===== config.mk =====
export PLATFORM = sky130hd
export DESIGN_NAME = plic_core
export DESIGN_NICKNAME = d
export VERILOG_FILES = /design/src/rtl/plic_core_pkg.sv /design/src/rtl/plic_core_gateway.sv /design/src/rtl/plic_core_select.sv /design/src/rtl/plic_core.sv
export SDC_FILE = /design/constraint.sdc
export NUM_CORES = 1
export LEC_CHECK = 0
export BUFFER_PORTS_ARGS = -buffer_cell sky130_fd_sc_hd__buf_2
export CAP_MARGIN = 20
export CORE_MARGIN = 2
export CORE_UTILIZATION = 56
export CTS_BUF_LIST = sky130_fd_sc_hd__clkbuf_16
export DETAILED_ROUTE_END_ITERATION = 16
export GPL_TIMING_DRIVEN = 0
export PLACE_DENSITY_LB_ADDON = 0.05
export RECOVER_POWER = 50
export SETUP_SLACK_MARGIN = 0.02
export SLEW_MARGIN = 20
export SYNTH_ARGS = -nofsm -noshare
export SYNTH_HDL_FRONTEND = slang
export SYNTH_HIERARCHICAL = 1
export SYNTH_SLANG_ARGS = --single-unit

===== constraint.sdc =====
create_clock -name clk_i -period 18 [get_ports clk_i]
set_clock_uncertainty 0.05 [all_clocks]
set_input_delay 0.9 -clock clk_i [delete_from_list [all_inputs] [get_ports clk_i]]
set_output_delay 0.9 -clock clk_i [all_outputs]
set_load 0.005 [all_outputs]

===== src/rtl/plic_core_pkg.sv =====
package plic_core_pkg;

   // Fixed byte offsets of the register groups
   localparam int unsigned OFS_PEND   = 32'h0000_1000;
   localparam int unsigned OFS_ENABLE = 32'h0000_2000;
   localparam int unsigned OFS_THRESH = 32'h0020_0000;
   localparam int unsigned OFS_CLAIM  = 32'h0020_0004;
   localparam int unsigned OFS_SWI    = 32'h0400_0000;

   // Minimum address width that reaches the software interrupt word
   localparam int unsigned MIN_ADDR_W = 27;

   // Width of the claim/complete field as seen by software
   localparam int unsigned CLAIM_FIELD_W = 8;

endpackage


===== src/rtl/plic_core_gateway.sv =====
// Per-source gateway: latches a level request and tracks claim ownership.
module plic_core_gateway (
   input  logic clk_i,
   input  logic rst_ni,
   input  logic src_i,
   input  logic claim_i,
   input  logic complete_i,
   output logic pend_o,
   output logic claimed_o
);

   logic pend_q, claimed_q;

   always_ff @(posedge clk_i or negedge rst_ni) begin
      if (!rst_ni) begin
         pend_q    <= 1'b0;
         claimed_q <= 1'b0;
      end else begin
         if (claim_i && pend_q) begin
            pend_q    <= 1'b0;
            claimed_q <= 1'b1;
         end else begin
            if (src_i && !pend_q && !claimed_q) pend_q <= 1'b1;
            if (complete_i && claimed_q) claimed_q <= 1'b0;
         end
      end
   end

   assign pend_o    = pend_q;
   assign claimed_o = claimed_q;

endmodule


===== src/rtl/plic_core_select.sv =====
// Finds the eligible source with the highest priority; lowest ID wins ties.
module plic_core_select #(
   parameter int NUM_SRC = 8,
   parameter int PRIO_W  = 2,
   localparam int ID_W   = $clog2(NUM_SRC)
) (
   input  logic [NUM_SRC-1:0]             elig_i,
   input  logic [NUM_SRC-1:0][PRIO_W-1:0] prio_i,
   output logic [ID_W-1:0]                best_id_o,
   output logic [PRIO_W-1:0]              best_prio_o
);

   always_comb begin
      best_id_o   = '0;
      best_prio_o = '0;
      // Scan downwards with >= so the lowest ID is the last to replace a tie
      for (int i = NUM_SRC - 1; i >= 1; i--) begin
         if (elig_i[i] && prio_i[i] != '0 && prio_i[i] >= best_prio_o) begin
            best_id_o   = ID_W'(i);
            best_prio_o = prio_i[i];
         end
      end
   end

endmodule


===== src/rtl/plic_core.sv =====
module plic_core
   import plic_core_pkg::*;
#(
   parameter int NUM_SRC = 8,
   parameter int PRIO_W  = 2,
   parameter int ADDR_W  = 27,
   parameter int DATA_W  = 32,
   localparam int ID_W   = $clog2(NUM_SRC)
) (
   input  logic               clk_i,
   input  logic               rst_ni,
   input  logic [NUM_SRC-1:0] src_i,
   input  logic [ADDR_W-1:0]  reg_addr_i,
   input  logic [DATA_W-1:0]  reg_wdata_i,
   input  logic               reg_we_i,
   input  logic               reg_re_i,
   output logic [DATA_W-1:0]  reg_rdata_o,
   output logic               irq_o,
   output logic [ID_W-1:0]    irq_id_o,
   output logic               swi_o
);

   // Elaboration-time parameter checks
   if (NUM_SRC < 2 || NUM_SRC > DATA_W) begin : g_bad_num_src
      $error("NUM_SRC must lie in 2..DATA_W");
   end
   if (ADDR_W < MIN_ADDR_W) begin : g_bad_addr_w
      $error("ADDR_W too small for the register map");
   end
   if (ID_W > CLAIM_FIELD_W) begin : g_bad_id_w
      $error("source IDs do not fit the claim field");
   end
   if (PRIO_W < 1 || PRIO_W > DATA_W) begin : g_bad_prio_w
      $error("PRIO_W out of range");
   end

   localparam logic [ADDR_W-1:0] PRIO_END = ADDR_W'(4 * NUM_SRC);

   // ---------------- address decode ----------------
   logic hit_prio, hit_pend, hit_en, hit_thr, hit_claim, hit_swi;
   logic [ID_W-1:0] prio_idx;

   assign hit_prio  = (reg_addr_i < PRIO_END) && (reg_addr_i[1:0] == 2'b00);
   assign prio_idx  = reg_addr_i[ID_W+1:2];
   assign hit_pend  = reg_addr_i == ADDR_W'(OFS_PEND);
   assign hit_en    = reg_addr_i == ADDR_W'(OFS_ENABLE);
   assign hit_thr   = reg_addr_i == ADDR_W'(OFS_THRESH);
   assign hit_claim = reg_addr_i == ADDR_W'(OFS_CLAIM);
   assign hit_swi   = reg_addr_i == ADDR_W'(OFS_SWI);

   // ---------------- configuration registers ----------------
   logic [NUM_SRC-1:0][PRIO_W-1:0] prio_q;
   logic [NUM_SRC-1:0]             en_q;
   logic [PRIO_W-1:0]              thr_q;
   logic                           swi_q;

   for (genvar i = 0; i < NUM_SRC; i++) begin : g_cfg
      if (i == 0) begin : g_reserved
         assign prio_q[i] = '0;
         assign en_q[i]   = 1'b0;
      end else begin : g_live
         always_ff @(posedge clk_i or negedge rst_ni) begin
            if (!rst_ni) begin
               prio_q[i] <= '0;
               en_q[i]   <= 1'b0;
            end else if (reg_we_i) begin
               if (hit_prio && prio_idx == ID_W'(i)) prio_q[i] <= reg_wdata_i[PRIO_W-1:0];
               if (hit_en) en_q[i] <= reg_wdata_i[i];
            end
         end
      end
   end

   always_ff @(posedge clk_i or negedge rst_ni) begin
      if (!rst_ni) begin
         thr_q <= '0;
         swi_q <= 1'b0;
      end else if (reg_we_i) begin
         if (hit_thr) thr_q <= reg_wdata_i[PRIO_W-1:0];
         if (hit_swi) swi_q <= reg_wdata_i[0];
      end
   end

   // ---------------- gateways ----------------
   logic [NUM_SRC-1:0] pend, claimed, claim_vec, complete_vec;
   logic [ID_W-1:0]    best_id;
   logic [PRIO_W-1:0]  best_prio;
   logic [CLAIM_FIELD_W-1:0] done_id;

   assign done_id = reg_wdata_i[CLAIM_FIELD_W-1:0];

   for (genvar i = 0; i < NUM_SRC; i++) begin : g_src
      assign claim_vec[i]    = reg_re_i && hit_claim && irq_o && (best_id == ID_W'(i));
      assign complete_vec[i] = reg_we_i && hit_claim && (done_id == CLAIM_FIELD_W'(i));
      if (i == 0) begin : g_reserved
         assign pend[i]    = 1'b0;
         assign claimed[i] = 1'b0;
      end else begin : g_gw
         plic_core_gateway u_gw (
            .clk_i     (clk_i),
            .rst_ni    (rst_ni),
            .src_i     (src_i[i]),
            .claim_i   (claim_vec[i]),
            .complete_i(complete_vec[i]),
            .pend_o    (pend[i]),
            .claimed_o (claimed[i])
         );
      end
   end

   // ---------------- selection ----------------
   plic_core_select #(.NUM_SRC(NUM_SRC), .PRIO_W(PRIO_W)) u_sel (
      .elig_i     (pend & en_q),
      .prio_i     (prio_q),
      .best_id_o  (best_id),
      .best_prio_o(best_prio)
   );

   assign irq_o    = best_prio > thr_q;
   assign irq_id_o = irq_o ? best_id : '0;
   assign swi_o    = swi_q;

   // ---------------- read path ----------------
   logic [DATA_W-1:0] rd_mux, rdata_q;

   always_comb begin
      rd_mux = '0;
      if (hit_prio)  rd_mux[PRIO_W-1:0]  = prio_q[prio_idx];
      if (hit_pend)  rd_mux[NUM_SRC-1:0] = pend;
      if (hit_en)    rd_mux[NUM_SRC-1:0] = en_q;
      if (hit_thr)   rd_mux[PRIO_W-1:0]  = thr_q;
      if (hit_claim) rd_mux[ID_W-1:0]    = irq_id_o;
      if (hit_swi)   rd_mux[0]           = swi_q;
   end

   always_ff @(posedge clk_i or negedge rst_ni) begin
      if (!rst_ni)       rdata_q <= '0;
      else if (reg_re_i) rdata_q <= rd_mux;
   end

   assign reg_rdata_o = rdata_q;

endmodule


## After elaboration in Yosys (flattened, before gate mapping)

Index checks and enable logic that the tools add are counted.

| word-level totals | value |
|---|---|
| register bits after elaboration | 46 |
| latch bits | 0 |
| memory bits (writable) | 0 |
| ROM bits | 0 |
| output and inout bits | 37 |
| logic and storage cells | 232 |
| memories | 0 |

| cells by class | value |
|---|---|
| add/subtract/negate cells | 0 |
| multiply operators | 0 |
| divide/modulo/power cells | 0 |
| magnitude comparators | 10 |
| equality and inequality tests | 26 |
| shifts and indexed selects | 0 |
| muxes and demuxes | 51 |
| bitwise gates (word level) | 1 |
| reductions and logical operators | 113 |

Operator list:

| operator | number |
|---|---|
| logical AND 1 bit | 67 |
| == test 27 x 22 -> 1 bit (second input constant) | 2 |
| nonzero test 2 bit | 21 |
| == test 8 x 3 -> 1 bit (second input constant) | 4 |
| two-way mux 1 bit | 29 |
| == test 27 x 13 -> 1 bit (second input constant) | 1 |
| == test 27 x 14 -> 1 bit (second input constant) | 1 |
| == test 27 bit (second input constant) | 1 |
| < comparator 27 x 6 -> 1 bit (second input constant) | 1 |
| two-way mux 3 bit | 9 |
| == test 3 bit (second input constant) | 8 |
| two-way mux 2 bit | 10 |
| AND reduction 2 bit | 10 |
| == test 8 x 2 -> 1 bit (second input constant) | 2 |
| two-way mux 8 bit | 2 |
| zero test 1 bit | 14 |
| == test 3 x 2 -> 1 bit (second input constant) | 4 |
| greater-or-equal comparator 2 bit | 6 |
| bitwise AND 8 bit | 1 |
| == test 8 x 1 -> 1 bit (second input constant) | 1 |
| binary-select mux 2 bit (select 3 bit) | 1 |
| == test 3 x 1 -> 1 bit (second input constant) | 2 |
| < comparator 3 x 4 -> 1 bit (second input constant) | 1 |
| greater-or-equal comparator 2 x 1 -> 1 bit (second input constant) | 1 |
| 2 further kinds | 2 |

## Logic depth before layout (Yosys ltp)

| depth | value |
|---|---|
| depth after elaboration | 27 |
| gate-level depth with buffers | 46 |
| depth with buffers taken out | 45 |

## Hierarchy

The synthesis kept the hierarchy.

Modules (own cells, without submodules):

| module | instances | cells an instance | area each (um^2) | seq. area each (um^2) |
|---|---|---|---|---|
| plic_core | 1 | 217 | 2180.8 | 800.8 |
| plic_core_select | 1 | 98 | 655.6 | 0.0 |
| plic_core_gateway | 7 | 8 | 78.8 | 50.0 |

## Least setup slack after synthesis

OpenSTA, ideal clock, no wires.

| path | value |
|---|---|
| path type | register to output |
| start point | reg g_src[7].g_gw.u_gw.pend_q |
| end point | out irq_id_o[1] |
| arrival time | 8014 ps |
| path slack | 9036 ps |
| cell stages (with the launch flop) | 44 |
| path buffers | 1 |
| cell sequence | dfrtp_1 > and2_1 > and2_1 > ha_1 > nor3b_1 > or3b_1 > buf_2 > a22o_1 > ha_1 > nand2b_1 > a31oi_1 > nor4_1 > or4_1 > ha_1 > nand2b_1 > and2_1 > a32oi_1 > o41ai_2 > [... 8 more ...] > nand2b_1 > and2_1 > nand4_1 > a31oi_1 > mux2_2 > ha_1 > nand2b_1 > a21oi_1 > nor2b_1 > nand2_1 > and3_1 > a211o_1 > inv_1 > ha_1 > nand2_1 > o21a_1 > nand2_1 > inv_1 |

| between the ends | value |
|---|---|
| word-level cells in the longest chain between the ends | 24 |
| elaborated cells on any way between the ends | 31 |
| those cells by class | order compare (7); mux (15); bitwise (1); reduce/logical (8) |

RTL lines:

| what | RTL line | RTL |
|---|---|---|
| from (decl) | plic_core_gateway.sv:12 | `logic pend_q, claimed_q;` |
| from (signal assigned) | plic_core_gateway.sv:16 | `pend_q <= 1'b0;` |
| from (signal assigned) | plic_core_gateway.sv:20 | `pend_q <= 1'b0;` |
| from (signal assigned) | plic_core_gateway.sv:23 | `if (src_i && !pend_q && !claimed_q) pend_q <= 1'b1;` |
| bitwise AND 8 bit * | plic_core.sv:113 | `.elig_i (pend & en_q),` |
| logical AND 1 bit * (2 in a row) | plic_core_select.sv:18 | `if (elig_i[i] && prio_i[i] != '0 && prio_i[i] >= best_prio_o) begin` |
| two-way mux 2 bit * | plic_core_select.sv:18 |  |
| greater-or-equal comparator 2 bit | plic_core_select.sv:18 |  |
| logical AND 1 bit | plic_core_select.sv:18 |  |
| two-way mux 2 bit * | plic_core_select.sv:18 |  |
| greater-or-equal comparator 2 bit | plic_core_select.sv:18 |  |
| logical AND 1 bit | plic_core_select.sv:18 |  |
| [... 9 more ...] | - |  |
| two-way mux 2 bit * | plic_core_select.sv:18 |  |
| greater-or-equal comparator 2 bit | plic_core_select.sv:18 |  |
| logical AND 1 bit | plic_core_select.sv:18 |  |
| two-way mux 2 bit * | plic_core_select.sv:18 |  |
| via best_prio[0] | plic_core.sv:87 | `logic [PRIO_W-1:0] best_prio;` |
| greater-than comparator 2 bit * | plic_core.sv:119 | `assign irq_o = best_prio > thr_q;` |
| via irq_o | plic_core.sv:18 | `output logic irq_o,` |
| two-way mux 3 bit * | plic_core.sv:120 | `assign irq_id_o = irq_o ? best_id : '0;` |
| to (decl) | plic_core.sv:19 | `output logic [ID_W-1:0] irq_id_o,` |

Mark *: on every way through the listed nets, which the timed path passes. The rest lies on a longest branch.

## Final worst setup path

| path | value |
|---|---|
| start point | reg g_src[7].g_gw.u_gw.pend_q |
| end point | out irq_id_o[1] |

| between the ends | value |
|---|---|
| word-level cells in the longest chain between the ends | 24 |
| elaborated cells on any way between the ends | 31 |
| those cells by class | order compare (7); mux (15); bitwise (1); reduce/logical (8) |

RTL lines:

| what | RTL line |
|---|---|
| bitwise AND 8 bit * | plic_core.sv:113 |
| logical AND 1 bit * (2 in a row) | plic_core_select.sv:18 |
| two-way mux 2 bit * | plic_core_select.sv:18 |
| greater-or-equal comparator 2 bit | plic_core_select.sv:18 |
| logical AND 1 bit | plic_core_select.sv:18 |
| two-way mux 2 bit * | plic_core_select.sv:18 |
| greater-or-equal comparator 2 bit | plic_core_select.sv:18 |
| logical AND 1 bit | plic_core_select.sv:18 |
| [... 8 more ...] | - |
| logical AND 1 bit | plic_core_select.sv:18 |
| two-way mux 2 bit * | plic_core_select.sv:18 |
| greater-or-equal comparator 2 bit | plic_core_select.sv:18 |
| logical AND 1 bit | plic_core_select.sv:18 |
| two-way mux 2 bit * | plic_core_select.sv:18 |
| via best_prio[0] | plic_core.sv:87 |
| greater-than comparator 2 bit * | plic_core.sv:119 |
| two-way mux 3 bit * | plic_core.sv:120 |

Marked as above.

==> flow_summary.json <==
{
  "outcome": "complete, but fails checks",
  "violations": "max-capacitance violations, max-slew violations",
  "cts_buffers": 5,
  "path_clk_slew_ns": 0.06,
  "h-tree-depth": 2,
  "drt_pass1_iterations": 5,
  "routed-via-count": 2866,
  "cpMostUsedCell": "ha_1",
  "yosysUniqueCellTypes": 64,
  "grt_max_degree": 47,
  "cts_tree": "built",
  "end_kind": "output port",
  "synth-edff-count": 0,
  "worst_setup_path_start_kind": "register",
  "internal_power_w": 0.0001632,
  "diodes": 0,
  "syn-instance-count": 371,
  "fin_nets": 538,
  "synth_ff_type": "dfrtp_1",
  "design_area_um2": 3989,
  "slew_violations": 47,
  "die_area_um2": 6689,
  "fin_cells": 533,
  "p_seq_frac": 0.488,
  "final_core_util": 0.6777,
  "io_buffer_count": 56,
  "slowest_stage": "or4_1",
  "dpl.cell_count": 525,
  "syn-cell-area_um2": 3388,
  "drt-total-wl_um": 8295,
  "layout_min_cycle_time_ns": 10.52,
  "grt_pass1_vias": 2615,
  "grt_overflow": 0,
  "yosysWarnings": 6,
  "power_density_nw_per_um2": 53.08,
  "hold_class": "reg2reg",
  "critPathMaxFanout": 6,
  "worstSetupPathType": "reg2out",
  "peakVddDrop_uv": 54.12,
  "clk_path_buf_depth": 2,
  "switching_share": 0.2291,
  "postRouteAntennaNets": 0,
  "p_switching_w": 0.00004851,
  "cap_viol_max_count": 1,
  "synth-async-reset-ratio": 1.000,
  "rsz0062_at_grt": "no",
  "fp.dieH_um": 81.79,
  "gp_congestion": 0.9300,
  "worst-endpoint-arrival_ns": 9.57,
  "clock-sinks": 46,
  "rows": 28,
  "clk_latency_ns": 0.28,
  "yosysSeqAreaShare": 0.3397,
  "power_frac_comb": 0.094,
  "cts_resized": 0,
  "yosys.area.top_type_share": 0.3397,
  "num_io_pins": 108,
  "first_iter_violations": 147,
  "grt_use_total": 0.2530,
  "hold_ws_ns": 0.4745,
  "drc": 0,
  "clock_power_share": 0.418,
  "cp.required_ns": 17.05,
  "area_growth_pct": 17.73,
  "finalHoldViolations": 0,
  "vias_per_cell": 5.377,
  "antenna_found_initial": 0,
  "synthTopCellsByArea": "dfrtp_1 34%, mux2_2 8.6%, buf_4 5.8%, ha_1 3.7%, inv_1 3.5%",
  "wire_per_inst_um": 15.56,
  "postCtsSetupRepairBufs": 0,
  "synth_most_common_cell": "dfrtp_1",
  "placed_area_um2": 3849,
  "ys_ff_latch": 46,
  "die_w_um": 81.79,
  "slew_headroom": -0.6866,
  "p_leak_nw": 1.923,
  "drive_above_1_share": 0.2838,
  "cts_root_buffer": "clkbuf_16",
  "initial_utilization": 0.5757,
  "synth_top_area_cell": "dfrtp_1",
  "finalCritPeriodShare": 0.5845,
  "hold_buffers": 0,
  "worst_pin_slew_ns": 2.530,
  "setup_viol": 0,
  "avgSynthCellArea_um2": 9.133,
  "max_freq_ghz": 0.09504,
  "dp_hpwl_um": 6606,
  "grt_pass1_wl_um": 12700,
  "synth_common_cells": "46 x dfrtp_1, 32 x inv_1, 26 x buf_4, 26 x mux2_2, 26 x nand2_1",
  "core_area_um2": 5886,
  "crit_path_max_incr_delay_ns": 0.51,
  "setup_tns_ns": 0
}
registers in the layout, summed over array words and instances, names as in the netlist:
| name | flops |
|---|---|
| g_src.g_gw.u_gw/pend_o | 7 |
| prio_q | 14 |
| g_src.g_gw.u_gw/claimed_o | 7 |
| reg_rdata_o | 8 |
| swi_o | 1 |
| thr_q | 2 |
| en_q | 7 |
power groups by stage:
stage          registers (W)   logic, W  clock network (W)
6_report            0.000103  0.0000199          0.0000884
5_1_grt             0.000103  0.0000223          0.0000935
3_3_place_gp        0.000105  0.0000195                  0
3_5_place_dp        0.000105  0.0000197                  0
2_1_floorplan       0.000105  0.0000103                  0
4_1_cts             0.000103  0.0000198          0.0000897
worst max-delay path, delay by kind of cell, from the launching register on:
family | cells | cell delay, ns
adder cells (fa/ha/maj) | 7 | 1.84
multiplexers | 1 | 0.40
flip-flops | 1 | 0.42
buffers and inverters | 4 | 0.43
AO/OA/AOI/OAI | 11 | 2.44
AND/OR/NAND/NOR | 21 | 3.73
kinds of logic (layout without fill, tap and decap cells):
family,Yosys count,count (layout),synth area share
AO/OA/AOI/OAI,67,67,0.1403
flip-flops,46,46,0.3397
adder cells (fa/ha/maj),10,10,0.03693
AND/OR/NAND/NOR,150,150,0.2674
buffers and inverters,66,130,0.1049
multiplexers,31,31,0.1097
other,1,24,0.001107
stage by stage:
step                      setup slack, ns  total power, W
after floorplan                     9.036       0.0001156
after global placement              8.214       0.0001248
after detailed placement            7.919       0.0001250
after CTS                           7.591       0.0002129
after global routing                6.957       0.0002191
final                               7.478       0.0002117
final cells by class:
class / instances / area (µm²)
Buffer: 34 / 235.2
Timing Repair Buffer: 56 / 277.8
Tap cell: 75 / 93.84
Fill cell: 516 / 1897
Clock buffer: 5 / 125.1
Multi-Input combinational cell: 282 / 1968
Inverter: 32 / 120.1
Sequential cell: 46 / 1151
Clock inverter: 3 / 17.52
cell usage in the layout (no fill, tap or decap), types with 13 or more instances in the layout:
cell / Yosys / layout
inv_1: 32 / 33
o21ai_0: 19 / 19
dfrtp_1: 46 / 46
conb_1: 1 / 24
buf_2: 2 / 56
buf_4: 26 / 26
nor2b_1: 13 / 13
nand2b_1: 13 / 13
and2_1: 17 / 17
mux2_2: 26 / 26
nor2_1: 24 / 24
nand2_1: 26 / 26
path summary, 6_finish.rpt:
kind                                            from                            to  slack [ns]  depth (start not counted)
max                        g_src[7].g_gw.u_gw/pend_o                   irq_id_o[1]        7.48                         44
min                                          en_q[5]                reg_rdata_o[5]        0.47                          1
max reg2reg                g_src[7].g_gw.u_gw/pend_o     g_src[2].g_gw.u_gw/pend_o        8.09                         45
min reg2reg                                  en_q[5]                reg_rdata_o[5]        0.47                          1
max in group asynchronous                     rst_ni                reg_rdata_o[3]       15.11                          1
min in group asynchronous                     rst_ni  g_src[4].g_gw.u_gw/claimed_o        1.35                          1
per-layer routing:
layer,up-vias,GRT usage,part of all wire
met5,-,0,0
met4,0,0.05833,0.0087
met1,1335,0.3338,0.44
met3,6,0.04615,0.045
li1,1453,-,-
met2,72,0.4325,0.50
(Power assumes the default switching activity.)
